--- src/rtl/relacq_pkg.sv ---
package relacq_pkg;

   typedef enum logic [1:0] {
      KIND_ORD     = 2'b00,
      KIND_ACQ     = 2'b01,
      KIND_REL     = 2'b10,
      KIND_ORD_ALT = 2'b11
   } kind_e;

   localparam int NUM_EPOCHS = 2;

   function automatic logic kind_is_acq(input logic [1:0] k);
      return k == KIND_ACQ;
   endfunction

   function automatic logic kind_is_rel(input logic [1:0] k);
      return k == KIND_REL;
   endfunction

   function automatic logic kind_is_ord(input logic [1:0] k);
      return !kind_is_acq(k) && !kind_is_rel(k);
   endfunction

endpackage

--- src/rtl/relacq_epoch_cnt.sv ---
module relacq_epoch_cnt #(
   parameter int CNT_W = 5
) (
   input  logic             clk,
   input  logic             rst,
   input  logic             inc,
   input  logic             dec,
   output logic [CNT_W-1:0] count
);

   generate
      if (CNT_W < 2) begin : g_bad_width
         $error("relacq_epoch_cnt: CNT_W must be at least 2");
      end
   endgenerate

   logic [CNT_W-1:0] count_q;

   always_ff @(posedge clk) begin
      if (rst) begin
         count_q <= '0;
      end else begin
         case ({inc, dec})
            2'b10:   count_q <= count_q + 1'b1;
            2'b01:   count_q <= count_q - 1'b1;
            default: count_q <= count_q;
         endcase
      end
   end

   assign count = count_q;

endmodule

--- src/rtl/relacq_rel_slot.sv ---
module relacq_rel_slot #(
   parameter int DATA_W = 8
) (
   input  logic              clk,
   input  logic              rst,
   input  logic              load,
   input  logic              load_ep,
   input  logic [DATA_W-1:0] load_data,
   input  logic              fire,
   input  logic              done,
   output logic              held,
   output logic              busy,
   output logic              ep,
   output logic [DATA_W-1:0] data
);

   generate
      if (DATA_W < 1) begin : g_bad_data
         $error("relacq_rel_slot: DATA_W must be at least 1");
      end
   endgenerate

   logic              held_q;
   logic              busy_q;
   logic              ep_q;
   logic [DATA_W-1:0] data_q;

   always_ff @(posedge clk) begin
      if (rst) begin
         held_q <= 1'b0;
         busy_q <= 1'b0;
         ep_q   <= 1'b0;
         data_q <= '0;
      end else begin
         if (load) begin
            held_q <= 1'b1;
            busy_q <= 1'b1;
            ep_q   <= load_ep;
            data_q <= load_data;
         end else begin
            if (fire) begin
               held_q <= 1'b0;
            end
            if (done) begin
               busy_q <= 1'b0;
            end
         end
      end
   end

   assign held = held_q;
   assign busy = busy_q;
   assign ep   = ep_q;
   assign data = data_q;

endmodule

--- src/rtl/relacq_acq_track.sv ---
module relacq_acq_track (
   input  logic clk,
   input  logic rst,
   input  logic set,
   input  logic clr,
   output logic pending
);

   logic pending_q;

   always_ff @(posedge clk) begin
      if (rst) begin
         pending_q <= 1'b0;
      end else if (set) begin
         pending_q <= 1'b1;
      end else if (clr) begin
         pending_q <= 1'b0;
      end
   end

   assign pending = pending_q;

endmodule

--- src/rtl/relacq_order_ctrl.sv ---
module relacq_order_ctrl
   import relacq_pkg::*;
#(
   parameter int CNT_W  = 5,
   parameter int DATA_W = 8
) (
   input  logic              clk,
   input  logic              rst,
   input  logic              up_valid,
   output logic              up_ready,
   input  logic [1:0]        up_kind,
   input  logic [DATA_W-1:0] up_data,
   output logic              dn_valid,
   input  logic              dn_ready,
   output logic [1:0]        dn_kind,
   output logic [DATA_W-1:0] dn_data,
   output logic              dn_epoch,
   input  logic              cpl_valid,
   input  logic [1:0]        cpl_kind,
   input  logic              cpl_epoch
);

   localparam logic [CNT_W-1:0] CNT_MAX = '1;

   generate
      if (CNT_W < 2) begin : g_bad_cnt
         $error("relacq_order_ctrl: CNT_W must be at least 2");
      end
      if (DATA_W < 1) begin : g_bad_data
         $error("relacq_order_ctrl: DATA_W must be at least 1");
      end
   endgenerate

   // epoch state and per-epoch counters
   logic                  epoch_q;
   logic [CNT_W-1:0]      cnt_q [NUM_EPOCHS];
   logic [NUM_EPOCHS-1:0] inc_v;
   logic [NUM_EPOCHS-1:0] dec_v;
   logic [NUM_EPOCHS-1:0] full_v;
   logic [NUM_EPOCHS-1:0] empty_v;

   // release slot and acquire tracker
   logic              rel_held;
   logic              rel_busy;
   logic              rel_ep;
   logic [DATA_W-1:0] rel_data;
   logic              acq_out;

   // decoded request and completion
   logic up_is_ord;
   logic up_is_acq;
   logic up_is_rel;
   logic cpl_is_ord;
   logic cpl_is_acq;
   logic cpl_is_rel;

   logic slot_go;
   logic ord_room;
   logic pass_ok;
   logic up_fire;
   logic ord_issue;
   logic acq_issue;
   logic rel_load;
   logic rel_fire;

   always_comb begin
      up_is_ord  = kind_is_ord(up_kind);
      up_is_acq  = kind_is_acq(up_kind);
      up_is_rel  = kind_is_rel(up_kind);
      cpl_is_ord = cpl_valid && kind_is_ord(cpl_kind);
      cpl_is_acq = cpl_valid && kind_is_acq(cpl_kind);
      cpl_is_rel = cpl_valid && kind_is_rel(cpl_kind);
   end

   // a held release may go once its closed epoch has drained
   assign slot_go  = rel_held && empty_v[rel_ep];
   assign ord_room = !full_v[epoch_q];
   assign pass_ok  = !acq_out && !slot_go && (!up_is_ord || ord_room);

   always_comb begin
      if (acq_out) begin
         up_ready = 1'b0;
      end else if (up_is_rel) begin
         up_ready = !rel_busy;
      end else begin
         up_ready = pass_ok && dn_ready;
      end
   end

   always_comb begin
      dn_valid = slot_go || (up_valid && !up_is_rel && pass_ok);
      if (slot_go) begin
         dn_kind  = KIND_REL;
         dn_data  = rel_data;
         dn_epoch = rel_ep;
      end else begin
         dn_kind  = up_kind;
         dn_data  = up_data;
         dn_epoch = epoch_q;
      end
   end

   assign up_fire   = up_valid && up_ready;
   assign ord_issue = up_fire && up_is_ord;
   assign acq_issue = up_fire && up_is_acq;
   assign rel_load  = up_fire && up_is_rel;
   assign rel_fire  = slot_go && dn_ready;

   always_ff @(posedge clk) begin
      if (rst) begin
         epoch_q <= 1'b0;
      end else if (rel_load) begin
         epoch_q <= !epoch_q;
      end
   end

   generate
      for (genvar e = 0; e < NUM_EPOCHS; e++) begin : g_epoch
         assign inc_v[e]   = ord_issue && (epoch_q == 1'(e));
         assign dec_v[e]   = cpl_is_ord && (cpl_epoch == 1'(e));
         assign full_v[e]  = (cnt_q[e] == CNT_MAX);
         assign empty_v[e] = (cnt_q[e] == '0);

         relacq_epoch_cnt #(
            .CNT_W (CNT_W)
         ) u_cnt (
            .clk   (clk),
            .rst   (rst),
            .inc   (inc_v[e]),
            .dec   (dec_v[e]),
            .count (cnt_q[e])
         );
      end
   endgenerate

   relacq_rel_slot #(
      .DATA_W (DATA_W)
   ) u_slot (
      .clk       (clk),
      .rst       (rst),
      .load      (rel_load),
      .load_ep   (epoch_q),
      .load_data (up_data),
      .fire      (rel_fire),
      .done      (cpl_is_rel),
      .held      (rel_held),
      .busy      (rel_busy),
      .ep        (rel_ep),
      .data      (rel_data)
   );

   relacq_acq_track u_acq (
      .clk     (clk),
      .rst     (rst),
      .set     (acq_issue),
      .clr     (cpl_is_acq),
      .pending (acq_out)
   );

endmodule

--- config.mk ---
export PLATFORM = sky130hd
export DESIGN_NAME = relacq_order_ctrl
export DESIGN_NICKNAME = d
export VERILOG_FILES = /design/src/rtl/relacq_pkg.sv /design/src/rtl/relacq_epoch_cnt.sv /design/src/rtl/relacq_rel_slot.sv /design/src/rtl/relacq_acq_track.sv /design/src/rtl/relacq_order_ctrl.sv
export SDC_FILE = /design/constraint.sdc
export NUM_CORES = 1
export LEC_CHECK = 0
export BUFFER_PORTS_ARGS = -buffer_cell sky130_fd_sc_hd__buf_2
export CAP_MARGIN = 20
export CORE_MARGIN = 1.5
export CORE_UTILIZATION = 30
export CTS_CLUSTER_DIAMETER = 100
export DETAILED_ROUTE_END_ITERATION = 16
export GPL_ROUTABILITY_DRIVEN = 0
export SYNTH_ARGS = -nofsm -noshare
export SYNTH_HDL_FRONTEND = slang
export SYNTH_SLANG_ARGS = --single-unit
--- constraint.sdc ---
create_clock -name clk -period 10.2 [get_ports clk]
set_input_delay 0.51 -clock clk [delete_from_list [all_inputs] [get_ports clk]]
set_output_delay 0.51 -clock clk [all_outputs]
set_load 0.005 [all_outputs]
==> flow_summary.ini, run 1 <==
[outcome]
status = completed

[timing]
skew_ns = 0.00180
period_needed_ns = 3.51
max_slew.worst_pin.slew_ns = 0.867
fmax_mhz = 285
finalSetupTns_ns = 0
setup_violations = 0
rsz0062_at_grt = no
fin_crit_sh = 0.344
finalHoldViolCount = 0
report.final.slew_viol_count = 0
slew_headroom = 0.420

[synth]
netlist_area_um2 = 1690
syn_area_per_cell_um2 = 8.22
yosysSeqAreaShare = 0.272
syn-instance-count = 206
synth_seq_cells = 23
yosysWarnings = 0
synthArstFlopShare = 0
synth_edf_count = 0
synth_ff_type = dfxtp_1
synth.net_count = 236
synth_cell_types = 46

[final_layout]
fin_nets = 257
layout_common_cells = nand2_1 (31), buf_2 (30), dfxtp_1 (23)
fin_cells = 298
multi_input_area_um2 = 1130
drive_gt1_frac = 0.226
final_common_cell = nand2_1
diodes = 0
area_delta_synth_final_pct = 12.9
seq_area_um2 = 460
fillers = 611

[clock_tree]
htreeDepth = 1
clk_latency_ns = 0.27
clk_path_buf_depth = 2
clk_pin_slew_ns = 0.08
tritoncts = yes
cts_buffers = 3
cts_setup_buffers = 0
clock_sinks = 23
hold_buffers = 0
cts_root_buf = clkbuf_8
post_cts_resized = 0

[setup_path]
worst-path-max-fanout = 9
cp-end-kind = register
reg2reg_slack_ns = 6.80
start_kind = primary input
critical_path_arrival_ns = 3.72
r2r-end = g_epoch[0].u_cnt.count[4]
path_class = primary input to register
ff2ff_path_depth = 11
worstPathRequired_ns = 10.41
reg2reg_from = g_epoch[0].u_cnt.count[4]

[floorplanning]
io_pins = 31
rows = 27
die_h_um = 78.1
initial_core_util = 0.309
core_um2 = 5470
die-area_um2 = 6100
die_w_um = 78.1

[detailed_routing]
dr.pass1.iters = 4
wl_per_cell_um = 13.0
num_vias = 1541
ant_nets = 0
drc = 0
viasPerCell = 5.17
routed_wl_um = 3880
dr.first_iter.drc_count = 113

[power_and_ir_drop]
vdd_drop_max_uv = 57.2
p_total_mw = 0.216
leakage_nw = 0.801
powerDensity_nw_per_um2 = 113

[global_route]
grtUsageTotal = 0.133
grt_max_degree = 29
grt_first_pass_wirelength_um = 6600
grt_antenna_before_repair = 0
overflow = 0
grt_pass1_vias = 1431

[min_path]
hold_depth = 2
whs_endpoint = u_slot.data[0]
min_from = u_slot.data[0]
hp-class = register to register

[placed_design]
dpl.cell_count = 294
place_hpwl_um = 2860
io_buffer_count = 30

[run]
maxCapViolCount = 0
## sequential cells by signal, summed over array words and instances, names as in the netlist
name / flops
epoch_q: 1
g_epoch.u_cnt.count: 10
u_acq.pending: 1
u_slot.busy: 1
u_slot.data: 8
u_slot.ep: 1
u_slot.held: 1
## area by class of cell
cell class                 instances  area share
multi-input combinational        161       0.593
sequential                        23       0.241
timing repair buffer              30      0.0786
tap                               72      0.0472
clock buffer                       3      0.0216
inverter                           8      0.0157
clock inverter                     1     0.00262
## worst max path at each step
stage / cells after the start / slack [ns] / startpoint / end
global placement: 13 / 6.52 / up_kind[0] / g_epoch[0].u_cnt.count[4]
floorplan: 14 / 6.98 / up_kind[0] / g_epoch[0].u_cnt.count[4]
CTS: 13 / 6.73 / up_kind[0] / g_epoch[0].u_cnt.count[4]
finish: 13 / 6.69 / up_kind[0] / g_epoch[0].u_cnt.count[4]
global route: 13 / 6.48 / up_kind[0] / g_epoch[0].u_cnt.count[4]
detailed placement: 13 / 6.46 / up_kind[0] / g_epoch[0].u_cnt.count[4]
## routing by layer
metal	up-vias	wire (um)	global-route usage
li1	784	-	-
met1	716	1890	0.168
met2	37	1740	0.227
met3	4	189	0.0233
met4	0	59	0.0429
met5	-	0	0
## worst max-delay path, stage by stage
cell      delay, ns
buf_2          0.09
inv_1          0.05
ha_1           0.35
nand3_1        0.11
nor2_1         0.06
nor4_1         0.63
a41oi_1        0.26
ha_1           0.36
ha_1           0.38
o21ai_0        0.09
or3_1          0.37
a2111o_1       0.38
nand4_1        0.08
## Yosys cell counts (2+ instances only)
library cell | count | area, um^2
inv_1 | 8 | 30.0
or2_2 | 3 | 18.8
or3_1 | 3 | 18.8
mux2i_1 | 2 | 20.0
nor2b_1 | 3 | 18.8
clkbuf_1 | 10 | 37.5
a32oi_1 | 3 | 26.3
nor4_1 | 3 | 18.8
a21oi_1 | 15 | 75.1
mux2_2 | 2 | 22.5
mux2_4 | 6 | 90.1
nand2_1 | 31 | 116
nor2_1 | 13 | 48.8
xnor2_1 | 2 | 17.5
o31a_1 | 2 | 17.5
nand3_1 | 5 | 25.0
ha_1 | 12 | 150
buf_6 | 2 | 22.5
xor2_1 | 5 | 43.8
o21ai_0 | 4 | 20.0
a22o_1 | 2 | 17.5
a2111o_1 | 2 | 22.5
nand2b_1 | 7 | 43.8
dfxtp_1 | 23 | 460
nand4_1 | 7 | 43.8
nand4bb_1 | 2 | 22.5
nand3b_1 | 2 | 15.0
o221ai_1 | 2 | 17.5
nand4b_1 | 4 | 35.0
a21o_1 | 2 | 15.0
and3_1 | 2 | 12.5
nor3_1 | 3 | 15.0
## power breakdown
part           switching, mW  leakage, nW  internal (mW)
sequential           0.00717        0.187         0.0948
clock                 0.0310       0.0255         0.0273
combinational         0.0288        0.589         0.0267
## cells by family (layout without fill, tap and decap cells)
kind of cell | Yosys count | in the layout | share of synthesized area
simple gates | 92 | 92 | 0.293
compound gates | 40 | 40 | 0.173
flops | 23 | 23 | 0.272
buf+inv | 22 | 42 | 0.0584
fa+ha+maj | 12 | 12 | 0.0887
mux | 10 | 10 | 0.0783
xor+xnor | 7 | 7 | 0.0362
## stage by stage
stage                     instance area, um^2  hold WS [ns]   util  setup slack (ns)
final                                    1910         0.458  0.349              6.69
after global routing                     1910         0.478  0.349              6.48
after CTS                                1910         0.462  0.349              6.73
after detailed placement                 1860         0.450  0.341              6.46
after global placement                   1860         0.443  0.341              6.52
after floorplan                          1690         0.431      -              6.98
Power figures use the tool's default switching activity.
==> run 2: changes to the inputs <==
Clock period 10.2 ns to 3.25 ns, I/O delays scaled along.
==> flow_summary.ini, run 2 (synthesized netlist as in run 1, its figures left out) <==
[clock_tree]
htreeDepth = 1
hold_buffers = 0
cts_buffers = 3
tritoncts = yes
clk_path_buf_depth = 2
clock_sinks = 23
clk_pin_slew_ns = 0.09
cts_root_buf = clkbuf_8
clk_latency_ns = 0.27

[timing]
max_slew.worst_pin.slew_ns = 0.575
report.final.slew_viol_count = 0
skew_ns = 0.00638
fmax_mhz = 335
period_needed_ns = 2.99
setup_violations = 0
finalHoldViolCount = 0
whs_ns = 0.129
finalSetupTns_ns = 0
rsz0062_at_grt = no
slew_headroom = 0.613
fin_crit_sh = 0.919

[setup_path]
crit_family = simple AND/OR/NAND/NOR gates
worstPathCellList = or4_4 > o22ai_4 > nand2_4 > a41oi_2 > ha_2 > xor2_1 > ha_1 > o21ai_0 > or3_1 > a2111o_1 > nand4_1
start_kind = register
crit_slowest_cell = or4_4
worst-path-max-fanout = 6
cp-end-kind = register
crit_path_max_incr_delay_ns = 0.57
r2r-end = g_epoch[0].u_cnt.count[4]
critical_path_arrival_ns = 3.20
ff2ff_path_depth = 11
worstPathRequired_ns = 3.47
path_class = register to register
reg2reg_from = g_epoch[0].u_cnt.count[4]
crit_buf_inv = 0
reg2reg_slack_ns = 0.26

[global_route]
grtUsageTotal = 0.135
overflow = 0
grt_first_pass_wirelength_um = 6600
grt_antenna_before_repair = 0
grt_pass1_vias = 1425
grt_max_degree = 29

[floorplanning]
die_h_um = 78.1
core_um2 = 5470
initial_core_util = 0.309
io_pins = 31
die_w_um = 78.1
rows = 27
die-area_um2 = 6100

[final_layout]
fin_area_um2 = 1980
final_common_cell = nand2_1
fillers = 592
diodes = 0
drive_gt1_frac = 0.261
area_delta_synth_final_pct = 17.0
layout_common_cells = nand2_1 (31), buf_2 (30), dfxtp_1 (23)
fin_nets = 265
largest_reg_flops = 10

[power_and_ir_drop]
netSwitchingFraction = 0.308
powerDensity_nw_per_um2 = 346
seqPwrFrac = 0.463
vdd_drop_max_uv = 190
p_clk_frac = 0.266
leakage_nw = 0.842
switchingPower_mw = 0.211
p_int_mw = 0.474
pwr-share-comb = 0.271

[detailed_routing]
routed_wl_um = 3970
dr.first_iter.drc_count = 92
drc = 0
dr.pass1.iters = 4
viasPerCell = 5.00
wl_per_cell_um = 13.0
num_vias = 1529
ant_nets = 0

[min_path]
min_from = up_data[0]
hold_depth = 3
whs_endpoint = u_slot.data[0]
hp-class = primary input to register

[run]
maxCapViolCount = 0

[placed_design]
io_buffer_count = 30
place_area_um2 = 1920
place_hpwl_um = 2900

[outcome]
status = completed
## run 2: final cells by class
| type | count | area (um^2) | share of cell area |
|---|---|---|---|
| Inverter | 8 | 30.0 | 0.0152 |
| Multi-Input combinational cell | 161 | 1140 | 0.577 |
| Tap cell | 72 | 90.1 | 0.0455 |
| Clock buffer | 3 | 41.3 | 0.0208 |
| Timing Repair Buffer | 38 | 210 | 0.106 |
| Clock inverter | 1 | 5.00 | 0.00253 |
| Sequential cell | 23 | 460 | 0.232 |
## run 2: power by group through the flow
stage          clock, mW  sequential [mW]  combinational (mW)
6_report           0.182            0.317               0.185
5_1_grt            0.206            0.320               0.207
4_1_cts            0.199            0.317               0.186
3_5_place_dp           0            0.324               0.185
3_3_place_gp           0            0.323               0.182
2_1_floorplan          0            0.316               0.135
## run 2: worst max path at each step
stage	start	end	slack [ns]	cells after the start
global route	epoch_q	g_epoch[0].u_cnt.count[4]	0.01	10
detailed placement	g_epoch[0].u_cnt.count[4]	g_epoch[0].u_cnt.count[4]	0.21	11
global placement	g_epoch[0].u_cnt.count[4]	g_epoch[0].u_cnt.count[4]	0.22	11
finish	g_epoch[0].u_cnt.count[4]	g_epoch[0].u_cnt.count[4]	0.26	11
floorplan	g_epoch[1].u_cnt.count[1]	g_epoch[0].u_cnt.count[4]	0.05	14
CTS	g_epoch[0].u_cnt.count[4]	g_epoch[0].u_cnt.count[4]	0.17	11
## run 2: routing by layer
| layer | vias to the layer above | GRT usage | share of wire |
|---|---|---|---|
| met5 | - | 0 | 0 |
| met4 | 0 | 0.0482 | 0.011 |
| met2 | 23 | 0.230 | 0.48 |
| li1 | 792 | - | - |
| met3 | 2 | 0.0244 | 0.025 |
| met1 | 712 | 0.169 | 0.48 |
## run 2: tightest hold or removal path, cell delays in order
cell and delay, ns:
buf_2 0.10, nand2_1 0.05, a21oi_1 0.05
## run 2: timing repair
| item | CTS | global route |
|---|---|---|
| gates resized for setup | 0 | 2 |
| buffers inserted | 0 | 0 |
| endpoints found under the setup margin | 0 | 1 |
## run 2: through the flow
stage                     worst slack (ns)  std cells   util  power [mW]
after global routing                0.0138        306  0.362       0.734
after floorplan                     0.0459        206      -       0.451
after CTS                            0.174        306  0.360       0.702
after detailed placement             0.213        302  0.352       0.508
after global placement               0.222        302  0.352       0.506
final                                0.265        306  0.362       0.684
==> run 3: changes to the inputs <==
Settings changed: GPL_ROUTABILITY_DRIVEN 0 to default.
Clock period 3.25 ns to 3.1 ns, I/O delays scaled along.
==> flow_summary.ini, run 3 (synthesized netlist as in run 1, its figures left out) <==
[timing]
fin_crit_sh = 0.944
finalHoldViolCount = 0
period_needed_ns = 2.93
max_slew.worst_pin.slew_ns = 0.548
finalSetupTns_ns = 0
timing.final.ws_setup_ns = 0.175
rsz0062_at_grt = no
setup_violations = 0
whs_ns = 0.130
fmax_mhz = 342
slew_headroom = 0.635
report.final.slew_viol_count = 0
skew_ns = 0.00607

[global_route]
grtUsageTotal = 0.132
grt_antenna_before_repair = 0
overflow = 0
grt_pass1_vias = 1418
grt_first_pass_wirelength_um = 6500
grt_max_degree = 29

[final_layout]
fin_nets = 265
fillers = 593
diodes = 0
seq_area_um2 = 460
largest_reg_flops = 10
drive_gt1_frac = 0.261
utilization = 0.368
area_delta_synth_final_pct = 19.0
layout_common_cells = nand2_1 (31), buf_2 (30), dfxtp_1 (23)
final_common_cell = nand2_1
multi_input_area_um2 = 1160

[detailed_routing]
drc = 0
viasPerCell = 5.03
wl_per_cell_um = 12.8
num_vias = 1539
dr.first_iter.drc_count = 108
routed_wl_um = 3920
ant_nets = 0
dr.pass1.iters = 4

[floorplanning]
initial_core_util = 0.309
core_um2 = 5470
io_pins = 31
die_w_um = 78.1
die_h_um = 78.1
rows = 27
die-area_um2 = 6100

[clock_tree]
tritoncts = yes
hold_buffers = 0
clock_sinks = 23
clk_path_buf_depth = 2
clk_latency_ns = 0.27
htreeDepth = 1
cts_buffers = 3
clk_pin_slew_ns = 0.09
cts_root_buf = clkbuf_8

[setup_path]
ff2ff_path_depth = 11
cp-end-kind = register
reg2reg_slack_ns = 0.17
reg2reg_from = g_epoch[0].u_cnt.count[4]
critical_path_arrival_ns = 3.14
worstPathRequired_ns = 3.32
worst-path-max-fanout = 6
path_class = register to register
start_kind = register
r2r-end = g_epoch[0].u_cnt.count[4]

[placed_design]
gp_congestion = 0.823
place_ws_ns = 0.106
io_buffer_count = 30
place_hpwl_um = 2920

[min_path]
whs_endpoint = u_slot.data[0]
min_from = up_data[0]
hp-class = primary input to register
hold_depth = 3

[outcome]
status = completed

[power_and_ir_drop]
p_total_mw = 0.727
vdd_drop_max_uv = 184
powerDensity_nw_per_um2 = 361
leakage_nw = 0.848

[run]
maxCapViolCount = 0
[run 3: cell counts in the layout (fill, tap and decap cells not counted)]
Identical to the previous run, type by type.
[run 3: stage by stage]
step | std cells | area (um^2)
after floorplan | 206 | 1710
after global placement | 301 | 1930
after detailed placement | 301 | 1930
after CTS | 305 | 1970
after global routing | 306 | 2010
final | 306 | 2010
[run 3: cell type report]
| type | count | share of cell area |
|---|---|---|
| repair buffers | 38 | 0.111 |
| clock inverters | 1 | 0.00248 |
| flip-flops and latches | 23 | 0.229 |
| inverters | 8 | 0.0149 |
| well taps | 72 | 0.0447 |
| clock buffers | 3 | 0.0205 |
| multi-input cells | 161 | 0.578 |
[run 3: critical path: stages (launching register included)]
cell and delay (ns):
dfxtp_1 0.37, or4_4 0.57, o22ai_4 0.24, nand2_4 0.08, a41oi_4 0.21, ha_4 0.21, xor2_1 0.16, ha_1 0.17
o21ai_0 0.07, or3_1 0.35, a2111o_1 0.38, nand4_1 0.07
[run 3: metal layers]
metal / vias up / track usage / wire length (um)
li1: 795 / - / -
met1: 711 / 0.174 / 1950
met2: 31 / 0.218 / 1820
met3: 2 / 0.0209 / 108
met4: 0 / 0.0446 / 40
met5: - / 0 / 0
[run 3: worst max-delay path by stage]
stage | start | end | slack (ns) | depth (start not counted)
6_report | g_epoch[0].u_cnt.count[4] | g_epoch[0].u_cnt.count[4] | 0.17 | 11
5_1_grt | g_epoch[0].u_cnt.count[4] | g_epoch[0].u_cnt.count[4] | 0.0008 | 11
4_1_cts | g_epoch[0].u_cnt.count[4] | g_epoch[0].u_cnt.count[4] | 0.07 | 11
3_5_place_dp | up_kind[0] | g_epoch[0].u_cnt.count[4] | 0.11 | 15
3_3_place_gp | g_epoch[1].u_cnt.count[0] | g_epoch[0].u_cnt.count[4] | 0.15 | 11
2_1_floorplan | g_epoch[1].u_cnt.count[1] | g_epoch[0].u_cnt.count[4] | 0.004 | 14
[run 3: power breakdown]
| group | internal, mW | switching [mW] |
|---|---|---|
| sequential | 0.312 | 0.0224 |
| combinational | 0.0975 | 0.0999 |
| clock | 0.0900 | 0.106 |
| total | 0.499 | 0.228 |
[run 3: repair_timing]
| item | 4_1_cts | 5_1_grt |
|---|---|---|
| resized for setup | 0 | 2 |
| endpoints found under the setup margin | 0 | 2 |
| setup buffers | 0 | 1 |
| endpoints found under the hold margin | 0 | 0 |
